## config.mk

```make
export PLATFORM = sky130hd
export DESIGN_NAME = intx_router
export DESIGN_NICKNAME = d
export VERILOG_FILES = /design/src/rtl/intx_pkg.sv /design/src/rtl/intx_swizzle.sv /design/src/rtl/intx_line_state.sv /design/src/rtl/intx_route_table.sv /design/src/rtl/intx_or_matrix.sv /design/src/rtl/intx_router.sv
export SDC_FILE = /design/constraint.sdc
export NUM_CORES = 1
export LEC_CHECK = 0
export ABC_AREA = 1
export BUFFER_PORTS_ARGS = -buffer_cell sky130_fd_sc_hd__buf_2
export CELL_PAD_IN_SITES_DETAIL_PLACEMENT = 1
export CELL_PAD_IN_SITES_GLOBAL_PLACEMENT = 1
export CORE_ASPECT_RATIO = 1.75
export CORE_MARGIN = 2
export CORE_UTILIZATION = 25
export DETAILED_ROUTE_END_ITERATION = 8
export HOLD_SLACK_MARGIN = 0.08
export PLACE_DENSITY_LB_ADDON = 0.1
export SLEW_MARGIN = 10
export SYNTH_ARGS = -nofsm -noshare
export SYNTH_HDL_FRONTEND = slang
export SYNTH_SLANG_ARGS = --single-unit
```

## constraint.sdc

```tcl
create_clock -name clk -period 1.4 [get_ports clk]
set_clock_uncertainty 0.05 [all_clocks]
set_input_delay 0.07 -clock clk [delete_from_list [all_inputs] [get_ports clk]]
set_output_delay 0.07 -clock clk [all_outputs]
set_load 0.005 [all_outputs]
```

## src/rtl/intx_pkg.sv

```systemverilog
package intx_pkg;
  localparam int unsigned DEF_LINES      = 4;
  localparam int unsigned DEF_INPUTS     = 16;
  localparam int unsigned DEF_ENTRY_W    = 8;
  localparam int unsigned DEF_DEVFN_W    = 8;
  localparam int unsigned DEF_ROT_FIRST  = 18;
  localparam int unsigned DEF_FIX_SLOT_A = 10;
  localparam int unsigned DEF_FIX_LINE_A = 2;
  localparam int unsigned DEF_FIX_SLOT_B = 11;
  localparam int unsigned DEF_FIX_LINE_B = 3;

  // How a slot was classified by the swizzle stage
  typedef enum logic [1:0] {
    SLOT_PASS  = 2'd0,
    SLOT_FIXED = 2'd1,
    SLOT_ROT   = 2'd2
  } slot_kind_e;
endpackage

```

## src/rtl/intx_swizzle.sv

```systemverilog
module intx_swizzle
  import intx_pkg::*;
#(
  parameter int unsigned LINES      = DEF_LINES,
  parameter int unsigned DEVFN_W    = DEF_DEVFN_W,
  parameter int unsigned ROT_FIRST  = DEF_ROT_FIRST,
  parameter int unsigned FIX_SLOT_A = DEF_FIX_SLOT_A,
  parameter int unsigned FIX_LINE_A = DEF_FIX_LINE_A,
  parameter int unsigned FIX_SLOT_B = DEF_FIX_SLOT_B,
  parameter int unsigned FIX_LINE_B = DEF_FIX_LINE_B,
  localparam int unsigned LINE_W    = $clog2(LINES),
  localparam int unsigned SLOT_W    = DEVFN_W - 3
) (
  input  logic [DEVFN_W-1:0] devfn,
  input  logic [LINE_W-1:0]  pin,
  output logic [LINE_W-1:0]  line,
  output slot_kind_e         kind
);
  logic [SLOT_W-1:0] slot;
  logic [SLOT_W-1:0] offset;
  logic [2:0]        func_unused;

  assign slot        = devfn[DEVFN_W-1:3];
  assign func_unused = devfn[2:0];
  assign offset      = slot - SLOT_W'(ROT_FIRST);

  always_comb begin
    kind = SLOT_PASS;
    line = pin;
    if (slot == SLOT_W'(FIX_SLOT_A)) begin
      kind = SLOT_FIXED;
      line = LINE_W'(FIX_LINE_A);
    end else if (slot == SLOT_W'(FIX_SLOT_B)) begin
      kind = SLOT_FIXED;
      line = LINE_W'(FIX_LINE_B);
    end else if (slot >= SLOT_W'(ROT_FIRST) && offset < SLOT_W'(LINES)) begin
      kind = SLOT_ROT;
      line = offset[LINE_W-1:0] + pin;
    end
  end
endmodule

```

## src/rtl/intx_line_state.sv

```systemverilog
module intx_line_state #(
  parameter int unsigned LINES  = 4,
  localparam int unsigned LINE_W = $clog2(LINES)
) (
  input  logic              clk,
  input  logic              rst_n,
  input  logic              upd,
  input  logic [LINE_W-1:0] sel,
  input  logic              level,
  output logic [LINES-1:0]  lines_q
);
  for (genvar l = 0; l < LINES; l++) begin : g_line
    always_ff @(posedge clk or negedge rst_n) begin
      if (!rst_n)
        lines_q[l] <= 1'b0;
      else if (upd && sel == LINE_W'(l))
        lines_q[l] <= level;
    end
  end
endmodule

```

## src/rtl/intx_route_table.sv

```systemverilog
module intx_route_table #(
  parameter int unsigned LINES   = 4,
  parameter int unsigned ENTRY_W = 8,
  localparam int unsigned LINE_W = $clog2(LINES),
  localparam logic [ENTRY_W-1:0] OFF_VALUE = {1'b1, {(ENTRY_W-1){1'b0}}}
) (
  input  logic                            clk,
  input  logic                            rst_n,
  input  logic                            we,
  input  logic [LINE_W-1:0]               idx,
  input  logic [ENTRY_W-1:0]              wdata,
  input  logic [LINE_W-1:0]               ridx,
  output logic [ENTRY_W-1:0]              rdata,
  output logic [LINES-1:0][ENTRY_W-1:0]   tab_q
);
  for (genvar l = 0; l < LINES; l++) begin : g_entry
    always_ff @(posedge clk or negedge rst_n) begin
      if (!rst_n)
        tab_q[l] <= OFF_VALUE;
      else if (we && idx == LINE_W'(l))
        tab_q[l] <= wdata;
    end
  end

  assign rdata = tab_q[ridx];
endmodule

```

## src/rtl/intx_or_matrix.sv

```systemverilog
module intx_or_matrix #(
  parameter int unsigned LINES   = 4,
  parameter int unsigned INPUTS  = 16,
  parameter int unsigned ENTRY_W = 8,
  localparam int unsigned TGT_W  = $clog2(INPUTS)
) (
  input  logic [LINES-1:0]                lines,
  input  logic [LINES-1:0][ENTRY_W-1:0]   tab,
  output logic [INPUTS-1:0]               irq
);
  logic [LINES-1:0] live;
  logic [INPUTS-1:0][LINES-1:0] hit;
  logic [LINES-1:0][ENTRY_W-2-TGT_W:0] spare_unused;

  for (genvar l = 0; l < LINES; l++) begin : g_live
    assign live[l]         = lines[l] & ~tab[l][ENTRY_W-1];
    assign spare_unused[l] = tab[l][ENTRY_W-2:TGT_W];
  end

  for (genvar k = 0; k < INPUTS; k++) begin : g_input
    for (genvar l = 0; l < LINES; l++) begin : g_src
      assign hit[k][l] = live[l] & (tab[l][TGT_W-1:0] == TGT_W'(k));
    end
    assign irq[k] = |hit[k];
  end
endmodule

```

## src/rtl/intx_router.sv

```systemverilog
module intx_router
  import intx_pkg::*;
#(
  parameter int unsigned LINES      = DEF_LINES,
  parameter int unsigned INPUTS     = DEF_INPUTS,
  parameter int unsigned ENTRY_W    = DEF_ENTRY_W,
  parameter int unsigned DEVFN_W    = DEF_DEVFN_W,
  parameter int unsigned ROT_FIRST  = DEF_ROT_FIRST,
  parameter int unsigned FIX_SLOT_A = DEF_FIX_SLOT_A,
  parameter int unsigned FIX_LINE_A = DEF_FIX_LINE_A,
  parameter int unsigned FIX_SLOT_B = DEF_FIX_SLOT_B,
  parameter int unsigned FIX_LINE_B = DEF_FIX_LINE_B,
  localparam int unsigned LINE_W    = $clog2(LINES)
) (
  input  logic               clk,
  input  logic               rst_n,
  input  logic               evt_valid,
  output logic               evt_ready,
  input  logic [DEVFN_W-1:0] evt_devfn,
  input  logic [LINE_W-1:0]  evt_pin,
  input  logic               evt_level,
  input  logic               cfg_we,
  input  logic [LINE_W-1:0]  cfg_idx,
  input  logic [ENTRY_W-1:0] cfg_wdata,
  input  logic [LINE_W-1:0]  cfg_ridx,
  output logic [ENTRY_W-1:0] cfg_rdata,
  output logic [INPUTS-1:0]  ctrl_irq
);
  logic [LINE_W-1:0]              line_sel;
  slot_kind_e                     kind_unused;
  logic                           take;
  logic [LINES-1:0]               line_level;
  logic [LINES-1:0][ENTRY_W-1:0]  cfg_tab;

  // A table write owns the cycle; the event waits
  assign evt_ready = ~cfg_we;
  assign take      = evt_valid & evt_ready;

  intx_swizzle #(
    .LINES(LINES), .DEVFN_W(DEVFN_W), .ROT_FIRST(ROT_FIRST),
    .FIX_SLOT_A(FIX_SLOT_A), .FIX_LINE_A(FIX_LINE_A),
    .FIX_SLOT_B(FIX_SLOT_B), .FIX_LINE_B(FIX_LINE_B)
  ) u_swz (
    .devfn(evt_devfn), .pin(evt_pin), .line(line_sel), .kind(kind_unused)
  );

  intx_line_state #(.LINES(LINES)) u_lines (
    .clk(clk), .rst_n(rst_n), .upd(take), .sel(line_sel),
    .level(evt_level), .lines_q(line_level)
  );

  intx_route_table #(.LINES(LINES), .ENTRY_W(ENTRY_W)) u_tab (
    .clk(clk), .rst_n(rst_n), .we(cfg_we), .idx(cfg_idx), .wdata(cfg_wdata),
    .ridx(cfg_ridx), .rdata(cfg_rdata), .tab_q(cfg_tab)
  );

  intx_or_matrix #(.LINES(LINES), .INPUTS(INPUTS), .ENTRY_W(ENTRY_W)) u_or (
    .lines(line_level), .tab(cfg_tab), .irq(ctrl_irq)
  );
endmodule

```

==> parameters.txt <==
Parameter                              Value

Outcome
  Status ... finished, violations left
  Violated checks ... negative setup slack

Layout
  Antenna diodes ... 0
  Final cell utilization of the core ... 0.372
  Most frequent standard cell in the layout excluding fill and tap cells ... sky130_fd_sc_hd__nand2_1
  Filler cell count in the final layout ... 1257
  Final standard cell count with taps included and fillers excluded ... 593
  P&R area growth vs syn ... 45.5%
  Count of nets after finishing ... around 500
  Most frequent cells in the layout ... sky130_fd_sc_hd__nand2_1, sky130_fd_sc_hd__buf_2, sky130_fd_sc_hd__nand3_1, sky130_fd_sc_hd__buf_4, sky130_fd_sc_hd__o21ai_0
  Final design area excluding fillers ... 3500 sq um
  Ratio of cells with drive above 1 in the final layout ... 0.357

Detailed routing
  Routed WL ... 9390 microns
  Uppermost metal layer occupied by signal nets ... met4
  Wire length on met3 ... 303 microns
  DRC violations left ... 0
  Routed wire length on met2 ... 5590 microns
  Detailed-routing iteration count for the pre-antenna-repair pass ... 4
  Via count normalized by instance count ... 4.81
  Final ANT Viol Nets ... 0
  Total number of vias ... 2854
  Routed metal-1 wire length ... around 3100 microns
  Iteration-0 DRC count of the detailed router ... 72
  Routed len/inst ... 15.8 microns

STA
  Min Tclk post-route ... 1.56 ns
  # setup viols final ... 17
  Total Neg Setup Slack ... -1.86 ns
  Max frequency ... 642 MHz
  Unrepaired setup endpoints after global routing ... yes
  Final-report hold violation count ... 0
  Max-Slew Margin vs Limit ... 0.637
  Hold_ws ... roughly 0.08 ns
  Least setup slack across all paths after layout ... -0.156 ns
  Period utilisation layout ... 1.11
  Number of pins exceeding their max-slew limit in the final report ... 0
  Slew at the pin closest to its max-slew limit ... about 0.54 ns

Global routing
  Antenna violations before repair ... 0
  Global route total overflow ... 0
  Number of global-route vias before repair ... between 2000 and 3000
  Largest net degree at the start of global routing ... 21
  Global routing usage summed across all routing layers ... 0.194
  Wire length of the first global-routing pass ... 15400 microns

Floorplan
  DIE AREA ... between 10000 and 15000 sq um
  Starting Density ... 0.255
  I/O pin count ... 52
  Num rows ... 47
  Die Span Y ... 134 microns
  Core region area ... 9410 sq um
  Width of the die ... roughly 78 microns

CTS
  Clock tree from TritonCTS ... built
  Inserted Clock Buffers ... 5
  Worst-path clk slew ... 0.06 ns
  Total number of H-tree levels ... 2
  Total number of clock tree sinks ... 36
  Buffer cell driving the clock tree root ... sky130_fd_sc_hd__clkbuf_16
  Clock latency reported for the late side of the worst-skew pair ... 0.28 ns
  Maximum count of clock buffers along a single path ... 2

Critical path
  Flop-to-flop setup slack ... roughly 0.4 ns
  Startpoint of the worst register-to-register path ... u_tab.tab_q[23]
  Critical Path Fanout Max ... 4
  FF-to-FF End ... u_tab.tab_q[23]
  Setup Crit Path Kind ... reg2out
  Required time of the critical path ... 1.28 ns
  Endpoint class of the critical path ... output port
  Cell count of the worst reg-to-reg path ... 4
  Worst Path Arrival ... 1.44 ns
  Start point of the critical path ... u_tab.tab_q[7]
  Crit start category ... flop

Logic synthesis
  Synth unique cells ... 21
  Post-synthesis register bit count ... 36
  Combined area of all synthesized cells ... 2400 sq um
  Synthesized Nets ... approximately 400
  Avg Inst Size Synth ... roughly 6.5 sq um
  Most area-consuming cells after synthesis ... sky130_fd_sc_hd__dfrtp_1, sky130_fd_sc_hd__nand2_1, sky130_fd_sc_hd__o21ai_0
  Gate count of the mapped netlist ... 370
  Proportion of netlist area held by the largest area contributor ... 0.333
  Leading area contributor after synthesis ... sky130_fd_sc_hd__dfrtp_1
  Count of synthesis-stage warnings from yosys ... 0
  Register area share after synthesis ... 0.377

Pwr
  Sequential Power Share ... 0.365
  Logic pwr share ... 0.352
  Leakage ... 1.73 nW
  Areal power density over the cells ... approximately 1100 nW/um^2
  Clock network fraction of design power ... 0.284
  Int Pwr ... 2.52 mW
  Switching power total ... ~1.4 mW
  Net Sw Frac ... 0.358
  Worst IR drop on VDD ... 565 uV

Min path
  Worst hold path cell count ... 3
  Type of the most critical hold path ... in2reg
  Hold Crit Endpoint ... u_tab.tab_q[27]
  Hold wc startpoint ... cfg_wdata[3]

Placed design
  PortBufs ... 48
  Placed Area ... 3010 sq um
  Final Wtd Congestion ... 0.847
  Instance count after placement with tap cells included ... 563
  Detailed-placement wirelength estimate ... 7590 microns

Flow run
  Total of max-cap violations ... 0
## critical path, cell delays in order (launching register included)
cell	delay [ns]
sky130_fd_sc_hd__dfstp_2	0.56
sky130_fd_sc_hd__nor2_4	0.05
sky130_fd_sc_hd__inv_2	0.06
sky130_fd_sc_hd__nor3_2	0.04
sky130_fd_sc_hd__buf_4	0.16
sky130_fd_sc_hd__nand2_1	0.06
sky130_fd_sc_hd__nand4_1	0.09
sky130_fd_sc_hd__buf_2	0.13
## how the worst max path moves through the flow
stage                              end  slack (ns)  depth (start not counted)
floorplan           u_lines.lines_q[1]        0.14                         13
global placement    u_lines.lines_q[0]       -0.08                         14
detailed placement  u_lines.lines_q[1]       -0.12                         14
CTS                       ctrl_irq[12]       -0.16                          7
global route               ctrl_irq[8]       -0.24                          8
finish                     ctrl_irq[9]       -0.16                          7
## logic make-up (layout without fill, tap and decap cells)
kind of cell | count (synthesis) | in the layout | synth area share
compound gates | 62 | 62 | 0.131
flops | 36 | 36 | 0.377
simple gates | 210 | 210 | 0.388
fa+ha+maj | 2 | 2 | 0.0104
buf+inv | 60 | 161 | 0.0937
## sequential cells by signal, summed over array words and instances, names as in the netlist
register and cells:
u_lines.lines_q 4, u_tab.tab_q 32
## area by class of cell
| cell class | instances | area (sq um) | share of cell area |
|---|---|---|---|
| clock buffers | 8 | 146 | 0.0418 |
| inverters | 52 | 195 | 0.0558 |
| multi-input cells | 274 | 1410 | 0.402 |
| flip-flops and latches | 36 | 918 | 0.263 |
| well taps | 122 | 153 | 0.0436 |
| repair buffers | 101 | 678 | 0.194 |
## metrics by stage
stage	setup WS (ns)	total power [mW]
floorplan	0.135	1.98
global placement	-0.0772	2.54
detailed placement	-0.122	2.57
CTS	-0.164	3.84
global route	-0.245	4.22
finish	-0.156	3.93
## routing by layer
metal | global-route usage | vias up
met5 | 0 | -
met3 | 0.0251 | 17
met2 | 0.397 | 64
met4 | 0.0945 | 0
met1 | 0.181 | 1359
li1 | - | 1414
## what timing repair did
| action | CTS | global route |
|---|---|---|
| buffers inserted | 6 | 8 |
| cloned | 0 | 0 |
| endpoints found under the hold margin | 55 | 0 |
| gates resized for setup | 25 | 43 |
| hold buffers | 8 | 0 |
| pin swaps | 1 | 2 |
| endpoints found under the setup margin | 19 | 21 |
## cells in the mapped netlist, drive strengths merged
master,number
inv,51
dfstp,4
ha,2
nand3,44
clkbuf,8
o22ai,4
o21ai,45
a21oi,13
or2,1
clkinv,1
nand2,103
nor2,35
nor3,9
nand4,18
dfrtp,32
## power groups by stage
| stage | registers [mW] | clock network [mW] | logic, mW |
|---|---|---|---|
| floorplan | 1.37 | 0 | 0.611 |
| global placement | 1.42 | 0 | 1.12 |
| detailed placement | 1.42 | 0 | 1.14 |
| CTS | 1.41 | 1.16 | 1.27 |
| global route | 1.47 | 1.20 | 1.55 |
| finish | 1.43 | 1.12 | 1.38 |
Note: power is estimated with default switching activity, not from simulation.
